**src/rtl/ppc_pkg.sv**
```systemverilog
package ppc_pkg;
  localparam int DW = 8;

  localparam logic [2:0] MODE_STD   = 3'b000;
  localparam logic [2:0] MODE_BIDIR = 3'b001;
  localparam logic [2:0] MODE_PFIFO = 3'b010;
  localparam logic [2:0] MODE_ECPF  = 3'b011;
  localparam logic [2:0] MODE_TEST  = 3'b110;
  localparam logic [2:0] MODE_CFG   = 3'b111;

  typedef struct packed {
    logic nerr_ie;
    logic dma_en;
    logic serv;
  } ecr_ctl_t;

  function automatic logic fifo_active(input logic [2:0] m);
    return (m == MODE_PFIFO) || (m == MODE_ECPF) || (m == MODE_TEST);
  endfunction

  function automatic logic fifo_held(input logic [2:0] m);
    return m < 3'd2;
  endfunction
endpackage

```
**src/rtl/ppc_fifo.sv**
```systemverilog
module ppc_fifo #(
  parameter int DEPTH = 16,
  parameter int W     = 8,
  localparam int PW   = $clog2(DEPTH),
  localparam int CW   = $clog2(DEPTH + 1)
) (
  input  logic          clk_i,
  input  logic          rst_ni,
  input  logic          clr_i,
  input  logic          push_i,
  input  logic [W-1:0]  din_i,
  input  logic          pop_i,
  output logic [W-1:0]  dout_o,
  output logic [CW-1:0] count_o,
  output logic          full_o,
  output logic          empty_o
);
  logic [W-1:0]  mem_q [DEPTH];
  logic [PW-1:0] wp_q, rp_q;
  logic [CW-1:0] cnt_q;

  function automatic logic [PW-1:0] nxt(input logic [PW-1:0] p);
    return (p == PW'(DEPTH - 1)) ? '0 : p + 1'b1;
  endfunction

  always_ff @(posedge clk_i) begin
    if (push_i && !clr_i) mem_q[wp_q] <= din_i;
  end

  always_ff @(posedge clk_i or negedge rst_ni) begin
    if (!rst_ni) begin
      wp_q <= '0; rp_q <= '0; cnt_q <= '0;
    end else if (clr_i) begin
      wp_q <= '0; rp_q <= '0; cnt_q <= '0;
    end else begin
      if (push_i) wp_q <= nxt(wp_q);
      if (pop_i)  rp_q <= nxt(rp_q);
      case ({push_i, pop_i})
        2'b10:   cnt_q <= cnt_q + 1'b1;
        2'b01:   cnt_q <= cnt_q - 1'b1;
        default: cnt_q <= cnt_q;
      endcase
    end
  end

  assign dout_o  = mem_q[rp_q];
  assign count_o = cnt_q;
  assign full_o  = (cnt_q == CW'(DEPTH));
  assign empty_o = (cnt_q == '0);

  assert_no_overflow_R5: assert property (@(posedge clk_i) disable iff (!rst_ni)
    cnt_q <= CW'(DEPTH));
  assert_push_guard_R5: assert property (@(posedge clk_i) disable iff (!rst_ni)
    push_i |-> !full_o);
  assert_pop_guard_R5: assert property (@(posedge clk_i) disable iff (!rst_ni)
    pop_i |-> !empty_o);
endmodule

```
**src/rtl/ppc_drain.sv**
```systemverilog
module ppc_drain #(
  parameter int W       = 8,
  parameter int STB_CYC = 4,
  localparam int SW     = $clog2(STB_CYC + 1)
) (
  input  logic         clk_i,
  input  logic         rst_ni,
  input  logic         go_i,
  input  logic [W-1:0] head_i,
  output logic         pop_o,
  output logic [W-1:0] byte_o,
  output logic         strobe_o
);
  logic [SW-1:0] cnt_q;
  logic [W-1:0]  byte_q;

  assign pop_o    = go_i && (cnt_q == '0);
  assign strobe_o = (cnt_q != '0);
  assign byte_o   = byte_q;

  always_ff @(posedge clk_i or negedge rst_ni) begin
    if (!rst_ni) begin
      cnt_q  <= '0;
      byte_q <= '0;
    end else if (pop_o) begin
      cnt_q  <= SW'(STB_CYC);
      byte_q <= head_i;
    end else if (cnt_q != '0) begin
      cnt_q <= cnt_q - 1'b1;
    end
  end

  assert_pop_strobe_R10: assert property (@(posedge clk_i) disable iff (!rst_ni)
    pop_o |=> strobe_o && (byte_o == $past(head_i)));
  assert_strobe_src_R10: assert property (@(posedge clk_i) disable iff (!rst_ni)
    $rose(strobe_o) |-> $past(pop_o));
endmodule

```
**src/rtl/ppc_ecr.sv**
```systemverilog
module ppc_ecr
  import ppc_pkg::*;
#(
  parameter int DEPTH  = 16,
  parameter int WR_THR = 8,
  parameter int RD_THR = 8,
  localparam int CW    = $clog2(DEPTH + 1)
) (
  input  logic          clk_i,
  input  logic          rst_ni,
  input  logic          we_i,
  input  logic [DW-1:0] wdata_i,
  input  logic          dir_i,
  input  logic [CW-1:0] count_i,
  input  logic          full_i,
  input  logic          empty_i,
  output logic [2:0]    mode_o,
  output logic [DW-1:0] ecr_o,
  output logic          clr_o
);
  logic [2:0] mode_q, mode_wr;
  ecr_ctl_t   ctl_q;
  logic       hop, hit;

  assign mode_wr = wdata_i[7:5];
  // a jump between two FIFO-class modes is refused
  assign hop = (mode_q >= 3'd2) && (mode_wr >= 3'd2);
  assign hit = fifo_active(mode_q) &&
               (dir_i ? (count_i >= CW'(RD_THR)) : (count_i <= CW'(DEPTH - WR_THR)));
  assign clr_o = fifo_held(mode_q) || (we_i && fifo_held(mode_wr));

  always_ff @(posedge clk_i or negedge rst_ni) begin
    if (!rst_ni) begin
      mode_q <= MODE_STD;
      ctl_q  <= '{nerr_ie: 1'b1, dma_en: 1'b0, serv: 1'b1};
    end else if (we_i) begin
      if (!hop) mode_q <= mode_wr;
      ctl_q <= ecr_ctl_t'(wdata_i[4:2]);
    end else if (!ctl_q.serv && hit) begin
      ctl_q.serv <= 1'b1;
    end
  end

  assign mode_o = mode_q;
  assign ecr_o  = {mode_q, ctl_q, full_i, empty_i};

  assert_mode_hop_R4: assert property (@(posedge clk_i) disable iff (!rst_ni)
    we_i && (mode_q >= 3'd2) && (wdata_i[7:5] >= 3'd2) |=> mode_o == $past(mode_q));
  assert_held_empty_R3: assert property (@(posedge clk_i) disable iff (!rst_ni)
    fifo_held(mode_o) |-> empty_i);
  assert_serv_fwd_R6: assert property (@(posedge clk_i) disable iff (!rst_ni)
    !we_i && !ecr_o[2] && fifo_active(mode_o) && !dir_i && (count_i <= CW'(DEPTH - WR_THR))
    |=> ecr_o[2]);
  assert_serv_rev_R7: assert property (@(posedge clk_i) disable iff (!rst_ni)
    !we_i && !ecr_o[2] && fifo_active(mode_o) && dir_i && (count_i >= CW'(RD_THR))
    |=> ecr_o[2]);
  assert_flags_R2: assert property (@(posedge clk_i) disable iff (!rst_ni)
    !(full_i && empty_i));
endmodule

```
**src/rtl/ecp_port_ctrl.sv**
```systemverilog
module ecp_port_ctrl
  import ppc_pkg::*;
#(
  parameter int          AW      = 11,
  parameter int          HI_BASE = 1024,
  parameter int          DEPTH   = 16,
  parameter int          WR_THR  = 8,
  parameter int          RD_THR  = 8,
  parameter int          STB_CYC = 4,
  parameter logic [7:0]  CFG_A   = 8'h10
) (
  input  logic          clk_i,
  input  logic          rst_ni,
  input  logic [AW-1:0] addr_i,
  input  logic          wr_i,
  input  logic          rd_i,
  input  logic [DW-1:0] wdata_i,
  output logic [DW-1:0] rdata_o,
  input  logic [DW-1:0] pd_i,
  output logic [DW-1:0] pd_o,
  output logic          pd_oe_o,
  input  logic [4:0]    stat_i,
  input  logic          busy_i,
  output logic          strobe_o
);
  localparam int CW = $clog2(DEPTH + 1);
  localparam logic [AW-1:0] A_DATA = AW'(0);
  localparam logic [AW-1:0] A_STAT = AW'(1);
  localparam logic [AW-1:0] A_CTRL = AW'(2);
  localparam logic [AW-1:0] A_FIFO = AW'(HI_BASE);
  localparam logic [AW-1:0] A_CFGB = AW'(HI_BASE + 1);
  localparam logic [AW-1:0] A_ECR  = AW'(HI_BASE + 2);

  logic [DW-1:0] data_q, ctrl_q, ecr, head, drain_byte;
  logic [2:0]    dma_q, mode;
  logic [CW-1:0] count;
  logic          full, empty, clr, push, host_pop, drain_pop, drain_go, stb, dir;

  assign dir = ctrl_q[5];

  always_ff @(posedge clk_i or negedge rst_ni) begin
    if (!rst_ni) begin
      data_q <= '0;
      ctrl_q <= '0;
      dma_q  <= '0;
    end else if (wr_i) begin
      if (addr_i == A_DATA) data_q <= wdata_i;
      if (addr_i == A_CTRL) ctrl_q <= wdata_i;
      if (addr_i == A_CFGB && mode == MODE_CFG) dma_q <= wdata_i[2:0];
    end
  end

  assign push     = wr_i && (addr_i == A_FIFO) && fifo_active(mode) && !full;
  assign host_pop = rd_i && (addr_i == A_FIFO) && (mode == MODE_TEST) && !empty;
  assign drain_go = (mode == MODE_PFIFO) && !dir && !empty && !busy_i;

  ppc_ecr #(.DEPTH(DEPTH), .WR_THR(WR_THR), .RD_THR(RD_THR)) i_ecr (
    .clk_i, .rst_ni,
    .we_i    (wr_i && (addr_i == A_ECR)),
    .wdata_i,
    .dir_i   (dir),
    .count_i (count),
    .full_i  (full),
    .empty_i (empty),
    .mode_o  (mode),
    .ecr_o   (ecr),
    .clr_o   (clr)
  );

  ppc_fifo #(.DEPTH(DEPTH), .W(DW)) i_fifo (
    .clk_i, .rst_ni,
    .clr_i   (clr),
    .push_i  (push),
    .din_i   (wdata_i),
    .pop_i   (host_pop || drain_pop),
    .dout_o  (head),
    .count_o (count),
    .full_o  (full),
    .empty_o (empty)
  );

  ppc_drain #(.W(DW), .STB_CYC(STB_CYC)) i_drain (
    .clk_i, .rst_ni,
    .go_i     (drain_go),
    .head_i   (head),
    .pop_o    (drain_pop),
    .byte_o   (drain_byte),
    .strobe_o (stb)
  );

  always_comb begin
    rdata_o = '0;
    case (addr_i)
      A_DATA: rdata_o = dir ? pd_i : data_q;
      A_STAT: rdata_o = {stat_i, 3'b000};
      A_CTRL: rdata_o = ctrl_q;
      A_FIFO: rdata_o = (mode == MODE_TEST) ? head : (mode == MODE_CFG) ? CFG_A : '0;
      A_CFGB: rdata_o = (mode == MODE_CFG) ? {5'b0, dma_q} : '0;
      A_ECR:  rdata_o = ecr;
      default: rdata_o = '0;
    endcase
  end

  assign pd_o     = stb ? drain_byte : data_q;
  assign pd_oe_o  = !dir;
  assign strobe_o = stb;

  assert_busy_hold_R10: assert property (@(posedge clk_i) disable iff (!rst_ni)
    drain_pop |-> !busy_i && (mode == MODE_PFIFO) && pd_oe_o);
  assert_cfgb_hold_R8: assert property (@(posedge clk_i) disable iff (!rst_ni)
    wr_i && (addr_i == A_CFGB) && (mode != MODE_CFG) |=> $stable(dma_q));
  assert_no_mix_R5: assert property (@(posedge clk_i) disable iff (!rst_ni)
    !(host_pop && drain_pop));
endmodule

```
**config.mk**
```make
export PLATFORM = sky130hd
export DESIGN_NAME = ecp_port_ctrl
export DESIGN_NICKNAME = d
export VERILOG_FILES = /design/src/rtl/ppc_pkg.sv /design/src/rtl/ppc_fifo.sv /design/src/rtl/ppc_drain.sv /design/src/rtl/ppc_ecr.sv /design/src/rtl/ecp_port_ctrl.sv
export SDC_FILE = /design/constraint.sdc
export NUM_CORES = 1
export LEC_CHECK = 0
export BUFFER_PORTS_ARGS = -buffer_cell sky130_fd_sc_hd__buf_2
export CORE_MARGIN = 4
export CORE_UTILIZATION = 25
export DETAILED_ROUTE_END_ITERATION = 10
export PLACE_DENSITY = 0.36
export SLEW_MARGIN = 20
export SYNTH_ARGS = -nofsm -noshare
export SYNTH_HDL_FRONTEND = slang
export SYNTH_HIERARCHICAL = 1
export SYNTH_SLANG_ARGS = --single-unit
```
**constraint.sdc**
```tcl
create_clock -name clk_i -period 3.7 [get_ports clk_i]
set_input_delay 0 -clock clk_i [delete_from_list [all_inputs] [get_ports clk_i]]
set_output_delay 0 -clock clk_i [all_outputs]
set_load 0.02 [all_outputs]
```
-- After elaboration in Yosys (flattened, before gate mapping)
Memory sizes are Yosys's and may differ from the RTL's.
Cells that the tools add are included.
- register bits after elaboration: 49
- bits in writable memories: 128
- bits of input ports: 37
- output and inout port bits: 18
- logic and storage cells: 100
- memories: 1
- memory list (name ; words ; width ; read ports ; clocked after Yosys merged registers in ; wr ports ; line ; RTL):
    i_fifo.mem_q ; 16 ; 8 ; 1 ; 0 ; 1 ; ppc_fifo.sv:18 ; logic [W-1:0] mem_q [DEPTH];
- add/sub/neg operators: 5
- $lt $le $gt $ge: 6
- equal/unequal tests: 14
- mux-type cells: 21
- bitwise gates (word level): 1
- reduce and logical (&&, ||, !) cells: 40
- operator list (cell ; number):
    case mux 8 bit (6 select lines) ; 1
    == test 11 bit, second input constant ; 3
    two-way mux 4 bit ; 6
    two-way mux 8 bit ; 3
    logical AND 1 bit ; 17
    == test 11 x 1 -> 1 bit, second input constant ; 1
    == test 11 x 2 -> 1 bit, second input constant ; 1
    logical NOT 11 bit ; 1
    two-way mux 5 bit ; 2
    case mux 5 bit (2 select lines) ; 1
    two-way mux 3 bit ; 3
    adder 4 x 1 -> 4 bit, second input constant ; 2
    == test 4 bit, second input constant ; 2
    AND reduction 2 bit ; 4
    nonzero test 2 bit ; 4
    == test 3 x 2 -> 1 bit, second input constant ; 2
    == test 3 bit, second input constant ; 2
    >= comparator 3 x 2 -> 1 bit, second input constant ; 2
    logical NOT 1 bit ; 6
    less-than comparator 3 x 2 -> 1 bit, second input constant ; 2
    nonzero test 3 bit ; 2
    adder 5 x 1 -> 5 bit, second input constant ; 1
    == test 5 bit, second input constant ; 1
    >= comparator 5 x 4 -> 1 bit, second input constant ; 1
    other kinds (10) ; 17

-- Depth between registers and ports, before layout
- word-level depth: 9
- gate-level depth with buffers: 16
- mapped depth without buffers: 15

-- By module
The synthesis kept the hierarchy.
- modules (own cells, without submodules) (module ; times used ; cells each ; area an instance (um2) ; seq. area each (um2)):
    ppc_fifo ; 1 ; 337 ; 5833.1 ; 4169.0
    ecp_port_ctrl ; 1 ; 132 ; 1415.1 ; 475.5
    ppc_drain ; 1 ; 33 ; 484.2 ; 275.3
    ppc_ecr ; 1 ; 28 ; 329.1 ; 152.6

-- Worst setup path after synthesis
OpenSTA, ideal clock, no wires.
- path kind: register to register
- from: reg ctrl_q[5]
- to: reg i_fifo.cnt_q[4] (netlist: i_fifo/count_o[4])
- library setup time: 0.132 ns
- data arrival time: 2.802 ns
- data required time: 3.568 ns
- slack: 0.766 ns
- cell stages (with the launch flop): 16
- buffers on the path: 2
- clock period less this slack: 2.934 ns
- cells stage by stage: dfrtp_1 buf_2 inv_1 nand3_1 nor3_1 nand3b_4 inv_1 a31o_1 buf_4 nand2b_4 xnor2_1 ha_1 o31a_1 o32ai_1 xnor2_1 nor2_1
- cells in the longest elaborated chain, start to end: 9
- elaborated cells between the ends (all ways): 11
- those cells by class: eq/ne: 2; mux: 2; reduce/logical: 7
- RTL lines (element ; line ; RTL):
    start: declaration ; ecp_port_ctrl.sv:34 ; logic [DW-1:0] data_q, ctrl_q, ecr, head, drain_byte;
    start signal: assignment ; ecp_port_ctrl.sv:48 ; if (addr_i == A_CTRL) ctrl_q <= wdata_i;
    logical NOT 1 bit (*) ; -- ;
    via pd_oe_o ; ecp_port_ctrl.sv:21 ; output logic pd_oe_o,
    logical AND 1 bit (*) (3 in series) ; ecp_port_ctrl.sv:55 ; assign drain_go = (mode == MODE_PFIFO) && !dir && !empty && !busy_i;
    via drain_go ; ecp_port_ctrl.sv:37 ; logic full, empty, clr, push, host_pop, drain_pop, drain_go, stb, dir;
    logical AND 1 bit (*) ; ppc_drain.sv:17 ; assign pop_o = go_i && (cnt_q == '0);
    via drain_pop ; ecp_port_ctrl.sv:37 ;
    logical OR 1 bit (*) ; ecp_port_ctrl.sv:75 ; .pop_i (host_pop || drain_pop),
    == test 2 x 1 -> 1 bit or == test 2 bit (tied branches) ; ppc_fifo.sv:38 ; case ({push_i, pop_i})
    case mux 5 bit (2 select lines) ; ppc_fifo.sv:38 ;
    two-way mux 5 bit ; ppc_fifo.sv:33 ; end else if (clr_i) begin
    end signal: assignment ; ppc_fifo.sv:39 ; 2'b10: cnt_q <= cnt_q + 1'b1;
    end signal: assignment ; ppc_fifo.sv:40 ; 2'b01: cnt_q <= cnt_q - 1'b1;
    end signal: assignment ; ppc_fifo.sv:41 ; default: cnt_q <= cnt_q;
    end: declaration ; ppc_fifo.sv:20 ; logic [CW-1:0] cnt_q;
The timed path passes the listed nets; every way through them passes the cells marked *.
A chain may end at the register's enable or synchronous reset.

-- Final worst setup path
- from: reg i_fifo.cnt_q[1] (netlist: i_fifo/count_o[1])
- to: reg i_fifo.cnt_q[4] (netlist: i_fifo/count_o[4])
- cells in the longest elaborated chain, start to end: 9
- elaborated cells between the ends (all ways): 17
- those cells by class: add/sub: 2; eq/ne: 3; mux: 2; reduce/logical: 10
- RTL lines (element ; line ; RTL):
    logical NOT 5 bit (*) ; ppc_fifo.sv:49 ; assign empty_o = (cnt_q == '0);
    via empty ; ecp_port_ctrl.sv:37 ;
    logical NOT 1 bit (*) ; ecp_port_ctrl.sv:55 ;
    logical AND 1 bit (*) (2 in series) ; ecp_port_ctrl.sv:55 ;
    via drain_go ; ecp_port_ctrl.sv:37 ;
    logical AND 1 bit (*) ; ppc_drain.sv:17 ;
    via drain_pop ; ecp_port_ctrl.sv:37 ;
    logical OR 1 bit (*) ; ecp_port_ctrl.sv:75 ;
    == test 2 x 1 -> 1 bit or == test 2 bit (tied branches) ; ppc_fifo.sv:38 ;
    case mux 5 bit (2 select lines) ; ppc_fifo.sv:38 ;
    two-way mux 5 bit ; ppc_fifo.sv:33 ;
Marked as above.

==> results_dict.tcl <==
set metrics [dict create \
    status "finished, final reports clean" \
    gp_congestion 0.781 \
    grt_max_degree 50 \
    grt_pass1_vias 4943 \
    port_buffers 54 \
    worst_ep_required_time_ns 4.00 \
    area_growth_pct 16.4 \
    period_share 0.904 \
    coreArea_mm2 0.0317 \
    clockPowerShare 0.428 \
    nFillCells 3195 \
    seq_area_frac_synth 0.629 \
    power.switching_w 0.00104 \
    vias 4684 \
    yosys.area.top_type "edfxtp_1" \
    netlist_area_mm2 0.00806 \
    synth_cells 530 \
    async_flop_share 0.277 \
    hold_buffers 2 \
    die_w_um 188 \
    worstSetupPathType "reg2reg" \
    seqPwrFrac 0.516 \
    synth_fp_nets 576 \
    worstPathArrival_ns 3.65 \
    insertion_delay_ns 0.43 \
    synth_common_cells "128 x edfxtp_1, 47 x dfrtp_1, 41 x mux2i_1, 37 x mux2_2, 23 x nand2_1" \
    drv_slew 0 \
    synth_cell_type_count 65 \
    yosys_warnings 6 \
    postLayoutSetupSlackWorst_ns 0.354 \
    drive_above_1_share 0.290 \
    fin_util 0.296 \
    cts_inserted_buffers 17 \
    crit_fanout 9 \
    cp-start-kind "flip-flop" \
    antenna_found_initial 1 \
    rows 65 \
    cts_tree "built" \
    finalInstanceArea_mm2 0.00939 \
    grt_use_total 0.127 \
    endpoint_kind "flip-flop" \
    clock_skew_ns 0.0139 \
    cts_sinks 177 \
    clkSlewWorstSetupHoldPaths_ns 0.08 \
    drtIter0Drc 227 \
    intPower_w 0.00313 \
    grt_setup_unrepaired "false" \
    cts_root_buf "clkbuf_16" \
    postPlaceCellArea_mm2 0.00877 \
    fp.dieArea_mm2 0.0352 \
    max-slew-margin-rel 0.519 \
    yosysMostFrequentCell "edfxtp_1" \
    crit_path_cell_trace "nor4_1 > nor2b_1 > nor2_1 > nand3_1 > nor3_1 > nand3b_4 > inv_1 > a31o_1 > nand2b_4 > xnor2_1 > ha_1 > o31a_1 > o32ai_1 > xnor2_1 > nor2_1" \
    synth-seq-cells 177 \
    dp_hpwl_um 15100 \
    routed_wl_um 21900 \
    worst_pin_slew_ns 0.721 \
    place_ws_ns 0.383 \
    max_cap_viol_count 0 \
    overflow 0 \
    swShare 0.248 \
    synth_top_cells_by_area "edfxtp_1 48%, dfrtp_1 15%, mux2_2 5.2%" \
    n_antenna_cell 0 \
    fin_tns_setup_ns 0 \
    ant_nets 0 \
    critPathMaxStageDelay_ns 0.51 \
    synth-edff-count 128 \
    ioPinCount 55 \
    start_util 0.254 \
    slowest_stage "nor3_1" \
    syn_area_per_cell_um2 15.2 \
    wl_per_cell_um 21.8 \
    h-tree-depth 4 \
    hold_violations 0 \
    leakagePower_nw 3.34 \
    fin_nets 637 \
    drt-pass1-iter-count 4 \
    drc 0 \
    pwr-share-comb 0.056 \
    synth_top_area_share 0.477 \
    cts_max_path_buffers 2 \
    via_per_inst 4.66 \
    post_cts_buffers 0 \
    cts_resized 0 \
    min_path_type "in2reg" \
    fin_crit_ns 3.35 \
    setup_viol 0 \
    die_h_um 188 \
    vdd_drop_max_v 0.000268 \
    max_freq_mhz 299 \
    p_per_area_mw_per_mm2 444 \
    grt_pass1_wl_um 32800 \
    synth_ff_type "edfxtp_1" \
]
## area by class of cell
| class | instances | area, µm² | area share |
|---|---|---|---|
| timing repair buffer | 69 | 400 | 0.0427 |
| clock buffer | 18 | 429 | 0.0457 |
| clock inverter | 14 | 170 | 0.0181 |
| sequential | 177 | 5070 | 0.541 |
| inverter | 12 | 50.0 | 0.00533 |
| multi-input combinational | 314 | 2760 | 0.294 |
| tap | 402 | 503 | 0.0536 |
## placed cells by master, fill, tap and decap left out, types with 3 or more instances in the layout
| cell type | n |
|---|---|
| a21oi_1 | 9 |
| a221o_1 | 3 |
| a221oi_1 | 17 |
| a22o_1 | 4 |
| a22oi_1 | 11 |
| and2_1 | 22 |
| and3_1 | 3 |
| buf_2 | 54 |
| buf_4 | 12 |
| clkbuf_16 | 17 |
| clkinv_4 | 4 |
| clkinv_8 | 6 |
| dfrtp_1 | 46 |
| edfxtp_1 | 128 |
| ha_1 | 9 |
| inv_1 | 11 |
| inv_6 | 4 |
| mux2_1 | 4 |
| mux2_2 | 37 |
| mux2_4 | 3 |
| mux2i_1 | 41 |
| mux4_2 | 16 |
| nand2_1 | 23 |
| nand3_1 | 4 |
| nand4bb_1 | 3 |
| nor2_1 | 20 |
| nor2b_1 | 7 |
| nor3_1 | 6 |
| nor4_1 | 4 |
| o21ai_0 | 20 |
| o2bb2ai_1 | 5 |
| xnor2_1 | 4 |
## through the flow
| step | hold WS (ns) | std cells | power [W] |
|---|---|---|---|
| floorplan | -0.296 | 530 | 0.00232 |
| global route | 0.0539 | 1006 | 0.00434 |
| global placement | 0.159 | 972 | 0.00242 |
| finish | 0.0523 | 1006 | 0.00417 |
| detailed placement | 0.157 | 972 | 0.00243 |
| CTS | 0.0396 | 1006 | 0.00424 |
## worst max-delay path: cells and delay by family (launching register included)
kind	cells	cell delay (ns)
AND/OR/NAND/NOR	8	1.40
AO/OA/AOI/OAI	3	0.70
flip-flops	1	0.48
adder cells (fa/ha/maj)	1	0.23
buffers and inverters	1	0.10
XOR/XNOR	2	0.29
## flip-flops by register name, indices dropped and copies added (netlist names)
signal and count:
i_fifo/mem_q 128, ctrl_q 8, data_q 8, i_drain/byte_o 8, i_fifo/count_o 5, i_fifo/rp_q 4
i_fifo/wp_q 4, dma_q 3, i_drain/cnt_q 3, i_ecr/ecr_o 3, i_ecr/mode_o 3
## metal layers
metal / share of wire / global-route usage
met5: 0 / 0
met4: 0.012 / 0.0336
met3: 0.029 / 0.0218
met2: 0.48 / 0.204
met1: 0.48 / 0.178
## worst paths after layout
path,slack (ns),depth (start not counted),start,endpoint
min in group asynchronous,0.20,3,rst_ni,data_q[6]
min reg2reg,0.51,1,ctrl_q[4],ctrl_q[4]
max in group asynchronous,3.00,3,rst_ni,i_fifo/rp_q[0]
min,0.05,1,wdata_i[3],i_fifo/mem_q[7][3]
max,0.35,15,i_fifo/count_o[1],i_fifo/count_o[4]
max reg2reg,0.35,15,i_fifo/count_o[1],i_fifo/count_o[4]
## power groups by stage
stage / logic [W] / registers, W / clock network [W]
finish: 0.000234 / 0.00215 / 0.00178
global route: 0.000254 / 0.00215 / 0.00194
CTS: 0.000235 / 0.00215 / 0.00185
detailed placement: 0.000233 / 0.00219 / 0
global placement: 0.000230 / 0.00219 / 0
floorplan: 0.000125 / 0.00219 / 0
## logic make-up (layout without fill, tap and decap cells)
group / count (synthesis) / count (layout) / synth area share
xor+xnor: 6 / 6 / 0.00652
flops: 177 / 177 / 0.629
compound gates: 82 / 82 / 0.0742
fa+ha+maj: 9 / 9 / 0.0140
simple gates: 116 / 116 / 0.0892
mux: 101 / 101 / 0.158
buf+inv: 39 / 113 / 0.0284
Note: power is estimated with default switching activity, not from simulation.
